File: config.mk
export PLATFORM = sky130hd
export DESIGN_NAME = updown_cascade_counter
export DESIGN_NICKNAME = d
export VERILOG_FILES = /design/src/rtl/cnt_pkg.sv /design/src/rtl/cnt_mode_dec.sv /design/src/rtl/cnt_state_reg.sv /design/src/rtl/cnt_term_dec.sv /design/src/rtl/updown_cascade_counter.sv
export SDC_FILE = /design/constraint.sdc
export NUM_CORES = 1
export LEC_CHECK = 0
export BUFFER_PORTS_ARGS = -buffer_cell sky130_fd_sc_hd__buf_2
export CAP_MARGIN = 20
export CORE_AREA = 2 2 39 41
export DETAILED_ROUTE_END_ITERATION = 8
export DIE_AREA = 0 0 41 43
export SLEW_MARGIN = 20
export SYNTH_ARGS = -nofsm -noshare
export SYNTH_HDL_FRONTEND = slang
export SYNTH_SLANG_ARGS = --single-unit
export TNS_END_PERCENT = 10
File: constraint.sdc
create_clock -name clk -period 3.6 [get_ports clk]
set_input_delay 0.72 -clock clk [delete_from_list [all_inputs] [get_ports clk]]
set_output_delay 0.72 -clock clk [all_outputs]
set_load 0.05 [all_outputs]
File: src/rtl/cnt_pkg.sv
package cnt_pkg;

    typedef enum logic [1:0] {
        MODE_HOLD = 2'd0,
        MODE_UP   = 2'd1,
        MODE_DOWN = 2'd2,
        MODE_LOAD = 2'd3
    } cnt_mode_e;

endpackage

File: src/rtl/cnt_mode_dec.sv
module cnt_mode_dec
    import cnt_pkg::*;
(
    input  logic      up_ndown,
    input  logic      par_en_n,
    input  logic      chain_en_n,
    input  logic      load_n,
    output cnt_mode_e mode
);

    logic run;

    // both enables asserted and no load pending
    assign run = load_n & ~par_en_n & ~chain_en_n;

    always_comb begin
        if (!load_n) begin
            mode = MODE_LOAD;
        end else if (run) begin
            mode = up_ndown ? MODE_UP : MODE_DOWN;
        end else begin
            mode = MODE_HOLD;
        end
    end

endmodule

File: src/rtl/cnt_state_reg.sv
module cnt_state_reg
    import cnt_pkg::*;
#(
    parameter int WIDTH = 4
) (
    input  logic             clk,
    input  cnt_mode_e        mode,
    input  logic [WIDTH-1:0] din,
    output logic [WIDTH-1:0] count
);

    localparam logic [WIDTH-1:0] ONE = WIDTH'(1);

    logic [WIDTH-1:0] state_q;
    logic [WIDTH-1:0] state_d;

    always_comb begin
        unique case (mode)
            MODE_LOAD: state_d = din;
            MODE_UP:   state_d = state_q + ONE;
            MODE_DOWN: state_d = state_q - ONE;
            MODE_HOLD: state_d = state_q;
            default:   state_d = state_q;
        endcase
    end

    always_ff @(posedge clk) begin
        state_q <= state_d;
    end

    assign count = state_q;

endmodule

File: src/rtl/cnt_term_dec.sv
module cnt_term_dec #(
    parameter int WIDTH = 4
) (
    input  logic [WIDTH-1:0] count,
    input  logic             up_ndown,
    input  logic             chain_en_n,
    output logic             term_n
);

    logic [WIDTH-1:0] match;
    logic             at_end;

    // per-bit match against the terminal value of the selected direction
    for (genvar b = 0; b < WIDTH; b++) begin : g_bit
        assign match[b] = up_ndown ? count[b] : ~count[b];
    end

    assign at_end = &match;

    always_comb begin
        term_n = ~(at_end & ~chain_en_n);
    end

endmodule

File: src/rtl/updown_cascade_counter.sv
module updown_cascade_counter
    import cnt_pkg::*;
#(
    parameter int WIDTH = 4
) (
    input  logic             clk,
    input  logic             up_ndown,
    input  logic             par_en_n,
    input  logic             chain_en_n,
    input  logic             load_n,
    input  logic [WIDTH-1:0] din,
    output logic [WIDTH-1:0] count,
    output logic             term_n
);

    localparam logic [WIDTH-1:0] ONE = WIDTH'(1);

    cnt_mode_e mode;

    cnt_mode_dec u_mode (
        .up_ndown   (up_ndown),
        .par_en_n   (par_en_n),
        .chain_en_n (chain_en_n),
        .load_n     (load_n),
        .mode       (mode)
    );

    cnt_state_reg #(.WIDTH(WIDTH)) u_state (
        .clk   (clk),
        .mode  (mode),
        .din   (din),
        .count (count)
    );

    cnt_term_dec #(.WIDTH(WIDTH)) u_term (
        .count      (count),
        .up_ndown   (up_ndown),
        .chain_en_n (chain_en_n),
        .term_n     (term_n)
    );

    // history-valid flag for the checks below; the block has no reset
    logic hist_ok = 1'b0;
    always_ff @(posedge clk) begin
        hist_ok <= 1'b1;
    end

    assert_load_wins_R1: assert property (@(posedge clk) disable iff (!hist_ok)
        !load_n |=> count == $past(din));

    assert_inc_wrap_R2: assert property (@(posedge clk) disable iff (!hist_ok)
        (load_n && !par_en_n && !chain_en_n && up_ndown) |=> count == $past(count) + ONE);

    assert_dec_wrap_R3: assert property (@(posedge clk) disable iff (!hist_ok)
        (load_n && !par_en_n && !chain_en_n && !up_ndown) |=> count == $past(count) - ONE);

    assert_hold_R4: assert property (@(posedge clk) disable iff (!hist_ok)
        (load_n && (par_en_n || chain_en_n)) |=> $stable(count));

    assert_term_gated_R5: assert property (@(posedge clk) disable iff (!hist_ok)
        chain_en_n |-> term_n);

endmodule

### Word-level counts from Yosys, hierarchy flattened

Cells that the tools add are included.

* add/sub/neg operators: 2
* bitwise gates (word level): 10
* equal/unequal tests: 3
* mux-type cells: 8
* reduce and logical (&&, ||, !) cells: 2

Operator list (count)
* case mux 4 bit (3 select lines): 1
* inverter 1 bit: 7
* 2-to-1 mux 2 bit: 3
* adder 4 x 1 -> 4 bit (second input constant): 1
* == test 2 bit (second input constant): 2
* 2-to-1 mux 1 bit: 4
* AND reduction 4 bit: 1
* subtractor 4 x 1 -> 4 bit (second input constant): 1
* AND 1 bit: 3
* == test 2 x 1 -> 1 bit (second input constant): 1
* logical NOT 2 bit: 1

* bits in registers: 4
* output and inout bits: 5
* bits of input ports: 9
* logic and storage cells: 26

### Longest topological paths before layout

Gate-level depths: netlist (run 1).

* word-level depth: 7
* depth in mapped cells: 8
* mapped depth without buffers: 8

### By module

A second synthesis (run 1) with hierarchy kept.

* cell total of the unflattened synthesis: 39
* area total of the unflattened synthesis: 380.4 um2

By module, submodules not included
* cnt_state_reg: cells each 31, seq. area each 120.1 um2, area an instance 317.8 um2, instances 1
* cnt_term_dec: cells each 5, seq. area each 0.0 um2, area an instance 38.8 um2, instances 1
* cnt_mode_dec: cells each 3, seq. area each 0.0 um2, area an instance 23.8 um2, instances 1

### Worst setup path before layout (run 1)

OpenSTA, ideal clock, no wires.

* kind: reg-to-output
* from: register u_state.state_q[2] (netlist: u_state.count[2])
* to: output port term_n
* path buffers: 0
* required time: 2.880 ns
* path slack: 1.238 ns
* data arrival time: 1.642 ns
* stages on the path, launching flop included: 4
* cells stage by stage: edfxtp_1 > or4_1 > o21ai_1 > nand2b_1

* longest elaborated chain between the ends: 5

RTL lines
* start: declaration: RTL line cnt_state_reg.sv:14 `logic [WIDTH-1:0] state_q;`
* start signal: assignment: RTL line cnt_state_reg.sv:28 `state_q <= state_d;`
* inverter 1 bit: RTL line cnt_term_dec.sv:15 `assign match[b] = up_ndown ? count[b] : ~count[b];`
* 2-to-1 mux 1 bit (*): RTL line cnt_term_dec.sv:15
* AND reduction 4 bit (*): RTL line cnt_term_dec.sv:18 `assign at_end = &match;`
* AND 1 bit (*): RTL line cnt_term_dec.sv:21 `term_n = ~(at_end & ~chain_en_n);`
* inverter 1 bit (*): RTL line cnt_term_dec.sv:21
* end: declaration: RTL line updown_cascade_counter.sv:13 `output logic term_n`

Every way passes the cells marked *; elsewhere a longest branch is shown, timed or not.

### Final worst setup path (run 1)

Same ends and word-level chain as after synthesis.

==> results by stage, run 1 <==
Floorplanning:
- The core box area is 1384 sq um.
- The number of primary I/O pins is 14.
- The die span in y is 43 um.
- The horizontal extent of the die is 41 um.
- The area of the die is 1763 sq um.
- For this configuration, the core starts out at a cell density of 25.95%.
- After floorplanning, the core was divided into 14 placement rows.

Pwr:
- IR analysis of the VDD net gives a maximum drop of 0.2618 mV.
- The power density of the placed cells is 604.3 nW/um^2.
- In this run the static leakage power is 0.0002034 uW.

GRT:
- Global routing used 10.16% of the available tracks.
- The maximum number of pins on one net before global-route repair is 9.
- The leftover overflow at the end of global routing is 0.
- The via count of the first global-routing pass is 294.
- The wire length of the first global-routing pass is 1214 um.
- The number of antenna violations at the first check in global routing is 0.

STA:
- The count of final max-slew check failures is 0.
- Setup repair after global routing left no endpoint under its margin.
- The number of setup violations in the final report is 0.
- The shortest period the worst path allows is 2.366 ns.
- The hold violation total from the final report came to 0.
- The transition time of the tightest slew-check pin is 0.3822 ns.
- The total negative setup slack is 0 ns.
- Timing would allow up to 422.6 MHz.
- The worst-case headroom to the max-slew limit is 74.30%.
- The part of the cycle the worst path needs is 65.73%.
- The maximum clock skew at final layout is 0.002376 ns.

Critical path:
- In this run the worst path has a maximum fanout of 7.
- Traced cell by cell, the critical path runs through or4_1 > o21ai_1 > nand2b_1 > buf_2.
- The cell family contributing the most delay on the critical path is simple AND/OR/NAND/NOR gates.
- The arrival time of data at the critical path endpoint is 1.65 ns.
- The number of buffers and inverters on the critical path is 1.
- The slowest stage of the critical path belongs to the cell or4_1.
- The critical path is of the reg -> out type.
- The worst reg-to-reg path cell count is 5.
- The largest stage delay on the critical path is 0.55 ns.
- The critical path runs through a total of 4 cells.
- Data on the critical path is required at its endpoint by 2.88 ns.
- The worst setup path is captured at an output port.
- The type of element launching the critical path is a flip-flop.

Synth:
- The main flop type after synthesis is edfxtp_1.
- The post-synthesis instance area is 359.1 sq um.
- After Yosys synthesis, full adders, half adders and majority gates account for 13.94% of the synthesized area.
- The area share of xor/xnor cells in the synthesized design is 7.317%.
- The area share of the largest cell type after synthesis is 33.45%.
- After synthesis, the largest family of logic cells by area is simple AND/OR/NAND/NOR gates.
- The post-synthesis net count is 49.
- The number of flops mapped to enable cells by yosys is 4.
- Dividing the synthesized area by the synthesized cell count gives 9.975 sq um.
- The total of warnings raised by yosys is 0.
- The synthesized netlist devotes 19.51% of its cell area to simple gates.
- The part of the Yosys area used for sequential elements is 33.45%.
- The synthesized netlist devotes 17.42% of its cell area to compound gates.
- The number of different library cells in the post-synthesis netlist is 23.
- The flop and latch count out of synthesis is 4.
- The cell count after synthesis is 36.
- The largest total area in the synthesized netlist belongs to edfxtp_1.
- For this run, asynchronously set or reset flops after synthesis account for 0%.
- After synthesis, the cell types taking the most area are edfxtp_1 33%, ha_1 14%, mux2_2 6.3%.
- The multiplexer area fraction after synthesis is 6.272%.

Layout:
- After the last flow step, the layout net total stands at 67.
- 0 antenna diodes ended up in the layout.
- The register with the most flip-flops in the layout has 4 of them.
- From synthesis to final layout, the design area changed by 29.97%.
- The count of fill cells added during filler insertion is 161.
- The multi-input gate area in the final layout is 231.5 sq um.
- In the final layout, flip-flops and latches occupy 120.1 sq um.
- Cells with a size suffix above 1 make up 36.54% of the layout.
- After routing the design area is 466.7 sq um.

Run:
- The tool flagged a number of max-cap violations equal to 0.

Clock network:
- The number of hold buffers added after CTS was 0.
- The tree built by TritonCTS fans out to 4 sinks.
- The TritonCTS buffer count is 3.
- In this run the post-CTS setup repair buffer count came out at 0.
- In this run the number of H-tree levels came out at 1.
- No sink is reached through more buffers than the 2 on the longest clock path.
- The TritonCTS clock tree is built.
- The source-to-sink clock delay at the later pin of the worst-skew pair is 0.23 ns.
- The clock tree root driver cell is clkbuf_4.
- Once the clock tree was built, the resizer swapped 0 gates to a different size.
- After clock tree synthesis, the clock-pin slew on the worst setup and hold paths is 0.04 ns.

Routing:
- The average wire per standard cell is 9.985 um.
- Summed over all layers, the routed wires come to 679 um.
- The via density per instance is 4.941.
- The number of DRC violations after detailed-routing iteration 0 is 7.
- In this run the remaining antenna-violating nets after routing total 0.
- The final route contains 336 vias.
- The residual DRC count is 0.
- The number of search-and-repair iterations in the first detailed-routing pass is 2.

Place:
- During placement, the flow inserted port buffers numbering 13.
- Routability-driven placement finished with a final weighted congestion of 0.7156.
- The post-detailed-placement half-perimeter wirelength is 532.4 um.
- The placed instances occupy a cell area of 444.2 sq um.

Status:
- The run finished with clean final reports.

Hold path:
- The worst hold path belongs to the class reg -> reg.
- The depth of the worst hold-timing path is 1.
==> final timing paths <==
path,startpoint,endpoint,slack [ns]
worst min register to register,u_state.count[0],u_state.count[0],0.76
worst min-delay path,u_state.count[0],u_state.count[0],0.76
worst max register to register,u_state.count[1],u_state.count[2],2.01
worst max-delay path,u_state.count[2],term_n,1.23
==> logic make-up (layout without fill, tap and decap cells) <==
logic type      Yosys count  in the layout
flops                     4              4
compound gates            9              9
fa+ha+maj                 4              4
simple gates             12             12
mux                       2              2
buf+inv                   2             18
xor+xnor                  3              3
==> power by group <==
part           leakage (uW)  internal [uW]  switching (uW)
combinational      0.000148           49.0            84.8
sequential        0.0000415           71.3            23.8
clock             0.0000138           37.1            16.1
==> area by class of cell <==
cell class,instances,share of cell area (%)
Sequential cell,4,25.74
Inverter,2,1.609
Timing Repair Buffer,13,13.94
Multi-Input combinational cell,30,49.60
Tap cell,16,4.290
Clock buffer,3,4.826
==> layer usage <==
metal  GRT usage, %  vias to the layer above  part of all wire (%)
li1               -                      170                     -
met1          11.65                      161                    40
met2          15.63                        5                    57
met3          3.141                        0                   2.9
met4          6.000                        0                     0
met5              0                        -                     0
==> per-stage QoR <==
step           hold slack [ns]  std cells  power, uW  setup WS [ns]  util (%)
2_1_floorplan           0.9112         36      197.9          1.238         -
3_3_place_gp            0.7232         65      228.3          1.022     32.10
3_5_place_dp            0.7364         65      229.9          1.012     32.10
4_1_cts                 0.7444         68      287.8          1.209     33.73
5_1_grt                 0.7852         68      303.0          1.133     33.73
6_report                0.7566         68      282.0          1.234     33.73
==> synthesized netlist by cell type, types with 2 or more instances <==
cell	instances
ha_1	4
edfxtp_1	4
nand2b_1	3
nand2_1	2
mux2_2	2
xor2_1	2
a21oi_1	2
inv_1	2
==> placed cells by master, fill, tap and decap left out, types with 2 or more instances in the layout <==
cell,synthesis,final
clkbuf_4,0,3
buf_2,0,13
nand2_1,2,2
inv_1,2,2
a21oi_1,2,2
nand2b_1,3,3
ha_1,4,4
mux2_2,2,2
xor2_1,2,2
edfxtp_1,4,4
(Power assumes the default switching activity.)
==> run 2: changes to the inputs <==
==> constraint.sdc (replaced) <==
create_clock -name clk -period 2.15 [get_ports clk]
set_input_delay 0.43 -clock clk [delete_from_list [all_inputs] [get_ports clk]]
set_output_delay 0.43 -clock clk [all_outputs]
set_load 0.05 [all_outputs]
==> run 2 against run 1 <==
- worst hold slack worse by 0.27 ns
- via count is 3.0% higher
- sequential share of layout area is 2.6 points lower
- sequential cell count stayed put
- highest routed layer is now met4
- critical path depth stayed put
==> results by stage, run 2 (same netlist as run 1, synthesis figures left out) <==
Pwr:
- The worst supply voltage drop on vdd is 0.5832 mV (was 0.2618 mV).
- The overall power consumption is 511.9 uW (was 282.0 uW).
- The leakage power is 0.0002374 uW (was 0.0002034 uW).
- The power density of the placed cells is 985.9 nW/um^2 (was 604.3 nW/um^2).

STA:
- Setup repair after global routing missed its margin: false (unchanged).
- The shortest period the worst path allows is 1.976 ns.
- The worst-case headroom to the max-slew limit is 78.94% (was 74.30%).
- The transition time of the tightest slew-check pin came to 0.3133 ns (was 0.3822 ns).
- The hold violation total from the final report is 0 (unchanged).
- The timing-limited maximum frequency is 506.0 MHz.
- The number of setup violations in the final report is 0 (unchanged).
- The count of final max-slew check failures is 0 (unchanged).
- The maximum clock skew at final layout is 0.002805 ns (was 0.002376 ns).
- After layout, the worst path uses 91.92% of the clock period.

Floorplanning:
- The core box area is 1384 sq um (unchanged).
- The number of primary I/O pins is 14 (unchanged).
- The number of rows created at floorplan was 14 (unchanged).
- The die span in y is 43 um (unchanged).
- The initial standard-cell utilization of the core came to 25.95% (unchanged).
- The area of the die is 1763 sq um (unchanged).
- The horizontal extent of the die is 41 um (unchanged).

Place:
- The number of buffers added on ports is 13 (unchanged).
- The final weighted congestion in routability-driven placement is 0.7303 (was 0.7156).
- The area of placed instances came to 496.7 sq um (was 444.2 sq um).
- The post-detailed-placement half-perimeter wirelength is 648.1 um (was 532.4 um).

Critical path:
- The peak fanout along the critical path is 2 (was 7).
- The type of element launching the critical path is a flip-flop (unchanged).
- The start-to-end type of the worst setup path is reg -> out (unchanged).
- The arrival time of data at the critical path endpoint is 1.55 ns (was 1.65 ns).
- The type of destination of the critical path is an output port (unchanged).
- The data required time at the worst endpoint was 1.72 ns (was 2.88 ns).

Routing:
- The number of search-and-repair iterations in the first detailed-routing pass is 4 (was 2).
- The total number of vias is 346 (was 336).
- The average wire per standard cell came to 10.13 um (was 9.985 um).
- The number of DRC violations after detailed-routing iteration 0 came to 3 (was 7).
- The via density per instance came to 4.613 (was 4.941).
- The post-detailed-routing wire length is 760 um (was 679 um).
- The number of nets still failing antenna checks after routing is 0 (unchanged).
- The residual DRC count is 0 (unchanged).

Layout:
- Most used cells in the layout excluding fill and tap cells: 13 x buf_2, 7 x buf_4, 4 x ha_1, 4 x edfxtp_1 (was 13 x buf_2, 4 x ha_1, 4 x edfxtp_1, 3 x nand2b_1, 3 x clkbuf_4).
- The leading cell type in the layout, fill and taps excluded is buf_2 (unchanged).
- The fraction of layout cells with a size suffix above 1 is 44.07% (was 36.54%).
- The number of antenna repair diodes came to 0 (unchanged).
- The post-layout utilization of the core is 37.52% (was 33.73%).
- The total number of nets in the final design came to 74 (was 67).
- The flip-flop count of the largest register after layout came to 4 (unchanged).
- The final instance area is 519.2 sq um (was 466.7 sq um).
- The post-synthesis to final-layout area growth is 44.60% (was 29.97%).

Clock network:
- The number of resized instances in the post-cts repair step is 0 (unchanged).
- The source-to-sink clock delay at the later pin of the worst-skew pair is 0.23 ns (about the same).
- The total of hold buffers inserted after clock tree synthesis is 0 (unchanged).
- The H-tree depth is 1 (unchanged).
- The register clock-pin slew on the reported worst setup and hold paths is 0.04 ns (about the same).
- The TritonCTS buffer count was 3 (unchanged).
- The TritonCTS clock tree is built (unchanged).
- The buffer count from post-CTS setup fixing is 0 (unchanged).
- The clock tree root driver cell is clkbuf_4 (unchanged).
- The clock sink count is 4 (unchanged).
- The maximum clock path buffer count is 2 (unchanged).

Hold path:
- The path class of the lowest-slack min-delay path was in -> reg (was reg -> reg).

Run:
- The number of max-capacitance violations reported is 0 (unchanged).

GRT:
- The leftover overflow at the end of global routing is 0 (unchanged).
- The overall routing resource usage was 10.41% (was 10.16%).
- The wire length of the first global-routing pass is 1255 um (was 1214 um).
- The maximum number of pins on one net before global-route repair came to 8 (was 9).
- The number of antenna violations at the first check in global routing came to 0 (unchanged).
- The via count of the first global-routing pass is 303 (was 294).

Status:
- Result of the run: complete, no violations (unchanged).
## run 2: final timing paths
path                    startpoint               end  slack, ns  cells after the start
hold reg to reg   u_state.count[0]  u_state.count[0]       0.73                      2
setup reg to reg  u_state.count[1]  u_state.count[2]       0.54                      6
setup / recovery  u_state.count[2]            term_n       0.17                      4
hold / removal              din[0]  u_state.count[0]       0.49                      3
## run 2: final cells by class
type / instances / area (sq um)
Sequential cell: 4 / 120.1
Inverter: 2 / 7.507
Multi-Input combinational cell: 30 / 231.5
Clock buffer: 3 / 22.52
Tap cell: 16 / 20.02
Timing Repair Buffer: 20 / 117.6
Fill cell: 142 / 864.6
## run 2: routing by layer
metal | part of all wire (%) | global-route usage [%]
met1 | 42 | 11.84
met2 | 52 | 17.19
met3 | 3.9 | 1.571
met4 | 2.5 | 6.000
met5 | 0 | 0
## run 2: power by group
group          switching [uW]  internal [uW]  total [uW]
sequential               14.4            118         132
clock                    29.3           62.3        91.6
combinational             178            110         288
total                     222            290         512
## run 2: worst max-delay path: stages (launching register included)
cell,delay [ns]
edfxtp_1,0.37
or4_1,0.55
o21ai_1,0.13
nand2b_1,0.06
buf_2,0.20
## run 2: per-stage QoR
step	hold WS [ns]	setup TNS, ns	setup slack, ns	cells
2_1_floorplan	0.6212	0	0.07803	36
3_3_place_gp	0.7068	0	0.01644	72
3_5_place_dp	0.7128	-0.0009750	-0.0009750	72
4_1_cts	0.4746	0	0.1557	75
5_1_grt	0.4981	0	0.1027	75
6_report	0.4901	0	0.1738	75
==> run 3: changes to the inputs <==
--- a/config.mk
+++ b/config.mk
@@ -6,7 +6,7 @@
 export NUM_CORES = 1
 export LEC_CHECK = 0
 export BUFFER_PORTS_ARGS = -buffer_cell sky130_fd_sc_hd__buf_2
-export CAP_MARGIN = 20
+export CAP_MARGIN = 0
 export CORE_AREA = 2 2 39 41
 export DETAILED_ROUTE_END_ITERATION = 8
 export DIE_AREA = 0 0 41 43
==> constraint.sdc (replaced) <==
create_clock -name clk -period 2.15 [get_ports clk]
set_input_delay 0.215 -clock clk [delete_from_list [all_inputs] [get_ports clk]]
set_output_delay 0.215 -clock clk [all_outputs]
set_load 0.05 [all_outputs]
==> run 3 against run 2 <==
- clock skew shrank 0.0016 ns
- non-clock buffer count decreased by 5
- first-iteration DRC count fell by 100%
- critical path depth is the same
- die area is the same
- sequential share of layout area up 1.8 points
- worst setup slack improved by 0.096 ns
- sequential cell count did not move
- count of clock-buffer cells in the layout is the same
- clock power down 2.6%
- largest cell class unchanged
==> results by stage, run 3 (same netlist as run 1, synthesis figures left out) <==
Status:
- Result of the run: complete, no violations (unchanged).

Critical path:
- The peak fanout along the critical path is 7 (was 2).
- The type of element launching the critical path was a flip-flop (unchanged).
- The cell with the biggest individual delay on the critical path is or4_1 (unchanged).
- The type of destination of the critical path is an output port (unchanged).
- The capture instance of the worst register-to-register path is u_state.count[2] (unchanged).
- The cell family with the largest share of critical-path delay is simple AND/OR/NAND/NOR gates (unchanged).
- The arrival time of data at the critical path endpoint is 1.67 ns (was 1.55 ns).
- The critical register-to-register path startpoint is u_state.count[1] (unchanged).
- The launch point of the worst path is u_state.count[2] (unchanged).
- The worst reg-to-reg path cell count is 5 (was 6).
- Critical path, cell by cell: or4_1 > o21ai_1 > nand2b_1 > buf_2 (unchanged).
- The largest stage delay on the critical path came to 0.57 ns (was 0.55 ns).
- The data required time at the worst endpoint came to 1.93 ns (was 1.72 ns).
- The worst path buffer plus inverter count came to 1 (unchanged).
- The start-to-end type of the worst setup path is reg -> out (unchanged).
- The setup slack of the most critical reg-to-reg path is 0.58 ns (was 0.54 ns).

GRT:
- The number of antenna violations at the first check in global routing came to 0 (unchanged).
- The wire length of the first global-routing pass was 1283 um (was 1255 um).
- The leftover overflow at the end of global routing is 0 (unchanged).
- The via count of the first global-routing pass is 301 (was 303).
- The maximum number of pins on one net before global-route repair is 9 (was 8).
- The overall routing resource usage came to 10.72% (was 10.41%).

STA:
- The shortest period the worst path allows was 1.880 ns (was 1.976 ns).
- The hold violation total from the final report is 0 (unchanged).
- The worst-case headroom to the max-slew limit is 74.03% (was 78.94%).
- The maximum clock skew at final layout came to 0.001236 ns (was 0.002805 ns).
- The number of setup violations in the final report is 0 (unchanged).
- The part of the cycle the worst path needs is 87.46% (was 91.92%).
- The count of final max-slew check failures is 0 (unchanged).
- Setup repair after global routing missed its margin: false (unchanged).
- The transition time of the tightest slew-check pin is 0.3861 ns (was 0.3133 ns).
- The worst path setup slack after routing is 0.2696 ns (was 0.1738 ns).
- The timing-limited maximum frequency is 531.8 MHz (was 506.0 MHz).
- The total negative setup slack was 0 ns (unchanged).

Clock network:
- The register clock-pin slew on the reported worst setup and hold paths is 0.04 ns (about the same).
- The clock tree root driver cell is clkbuf_4 (unchanged).
- The TritonCTS clock tree is built (unchanged).
- The clock sink count is 4 (unchanged).
- The source-to-sink clock delay at the later pin of the worst-skew pair is 0.23 ns (about the same).
- The TritonCTS buffer count is 3 (unchanged).
- The buffer count from post-CTS setup fixing is 0 (unchanged).
- The H-tree depth was 1 (unchanged).
- The total of hold buffers inserted after clock tree synthesis is 0 (unchanged).
- The number of resized instances in the post-cts repair step is 0 (unchanged).
- The maximum clock path buffer count is 2 (unchanged).

Floorplanning:
- The area of the die is 1763 sq um (unchanged).
- The number of primary I/O pins is 14 (unchanged).
- The core box area is 1384 sq um (unchanged).
- The horizontal extent of the die is 41 um (unchanged).
- The number of rows created at floorplan is 14 (unchanged).
- The die span in y is 43 um (unchanged).
- The initial standard-cell utilization of the core is 25.95% (unchanged).

Layout:
- The number of antenna repair diodes came to 0 (unchanged).
- The total number of nets in the final design is 69 (was 74).
- The flip-flop count of the largest register after layout came to 4 (unchanged).
- The leading cell type in the layout, fill and taps excluded is buf_2 (unchanged).
- The fraction of layout cells with a size suffix above 1 is 38.89% (was 44.07%).
- The post-synthesis to final-layout area growth came to 34.15% (was 44.60%).
- Most used cells in the layout excluding fill and tap cells: 13 x buf_2, 4 x ha_1, 4 x edfxtp_1, 3 x nand2b_1, 3 x clkbuf_4 (was 13 x buf_2, 7 x buf_4, 4 x ha_1, 4 x edfxtp_1).

Hold path:
- The path class of the lowest-slack min-delay path is in -> reg (unchanged).
- The launch point of the worst hold path is din[3] (was din[0]).
- The worst hold endpoint is u_state.count[3] (was u_state.count[0]).
- The depth of the worst hold-timing path is 3 (unchanged).

Routing:
- The via density per instance was 4.700 (was 4.613).
- The residual DRC count came to 0 (unchanged).
- The total number of vias is 329 (was 346).
- The number of nets still failing antenna checks after routing is 0 (unchanged).
- The post-detailed-routing wire length is 721 um (was 760 um).
- The number of search-and-repair iterations in the first detailed-routing pass was 1 (was 4).
- The number of DRC violations after detailed-routing iteration 0 came to 0 (was 3).
- The average wire per standard cell is 10.30 um (was 10.13 um).

Run:
- The number of max-capacitance violations reported is 0 (unchanged).

Pwr:
- The part of the total power dissipated in sequential elements is 33.1% (was 25.8%).
- The clock share of power is 18.8% (was 17.9%).
- The combinational power share is 48.0% (was 56.3%).
- The switching power share of the total is 43.82% (was 43.34%).
- The internal power of the cells is 266.0 uW (was 290.0 uW).
- The worst supply voltage drop on vdd was 0.5114 mV (was 0.5832 mV).
- The power density of the placed cells was 983.0 nW/um^2 (was 985.9 nW/um^2).
- The net load switching power was 207.5 uW (was 221.9 uW).
- The leakage power is 0.0002132 uW (was 0.0002374 uW).

Place:
- The post-detailed-placement half-perimeter wirelength is 581.6 um (was 648.1 um).
- The final weighted congestion in routability-driven placement is 0.7633 (was 0.7303).
- The post-placement worst setup slack is 0.1484 ns (was -0.0009750 ns).
- The number of buffers added on ports is 13 (unchanged).
## run 3: area by class of cell
class,instances,area (sq um)
Fill cell,148,902.1
Timing Repair Buffer,15,80.08
Multi-Input combinational cell,30,231.5
Inverter,2,7.507
Tap cell,16,20.02
Clock buffer,3,22.52
Sequential cell,4,120.1
## run 3: power groups by stage
stage	registers (uW)	clock network (uW)	logic (uW)
after floorplan	230	0	101
after global placement	157	0	228
after detailed placement	160	0	229
after CTS	159	95.0	230
after global routing	165	99.8	249
final	157	89.2	228
## run 3: worst max path at each step
stage | endpoint | slack [ns] | cells after the start
after detailed placement | u_state.count[2] | 0.15 | 9
after global placement | u_state.count[2] | 0.18 | 8
after CTS | term_n | 0.24 | 4
after floorplan | term_n | 0.29 | 3
final | term_n | 0.27 | 4
after global routing | term_n | 0.17 | 4
## run 3: per-layer routing
layer | routed length (um) | vias up | part of all wire, % | global-route usage [%]
met5 | 0 | - | 0 | 0
met4 | 0 | 0 | 0 | 4.000
met3 | 23 | 0 | 3.2 | 3.141
met1 | 289 | 150 | 40 | 14.14
li1 | - | 174 | - | -
met2 | 407 | 5 | 56 | 15.94
## run 3: through the flow
step	utilization [%]	cells	total power [uW]	area, sq um	hold WS [ns]
finish	34.81	70	473.5	481.7	0.2717
global route	34.81	70	513.8	481.7	0.2726
CTS	34.81	70	484.1	481.7	0.2650
detailed placement	33.18	67	389.2	459.2	0.5051
global placement	33.18	67	385.2	459.2	0.4930
floorplan	-	36	331.3	359.1	0.4062
## run 3: worst reg2reg max path, delay by kind of cell (launching register included)
kind,cells,cell delay [ns]
AO/OA/AOI/OAI,1,0.15
XOR/XNOR,2,0.27
multiplexers,1,0.25
adder cells (fa/ha/maj),1,0.18
flip-flops,1,0.46
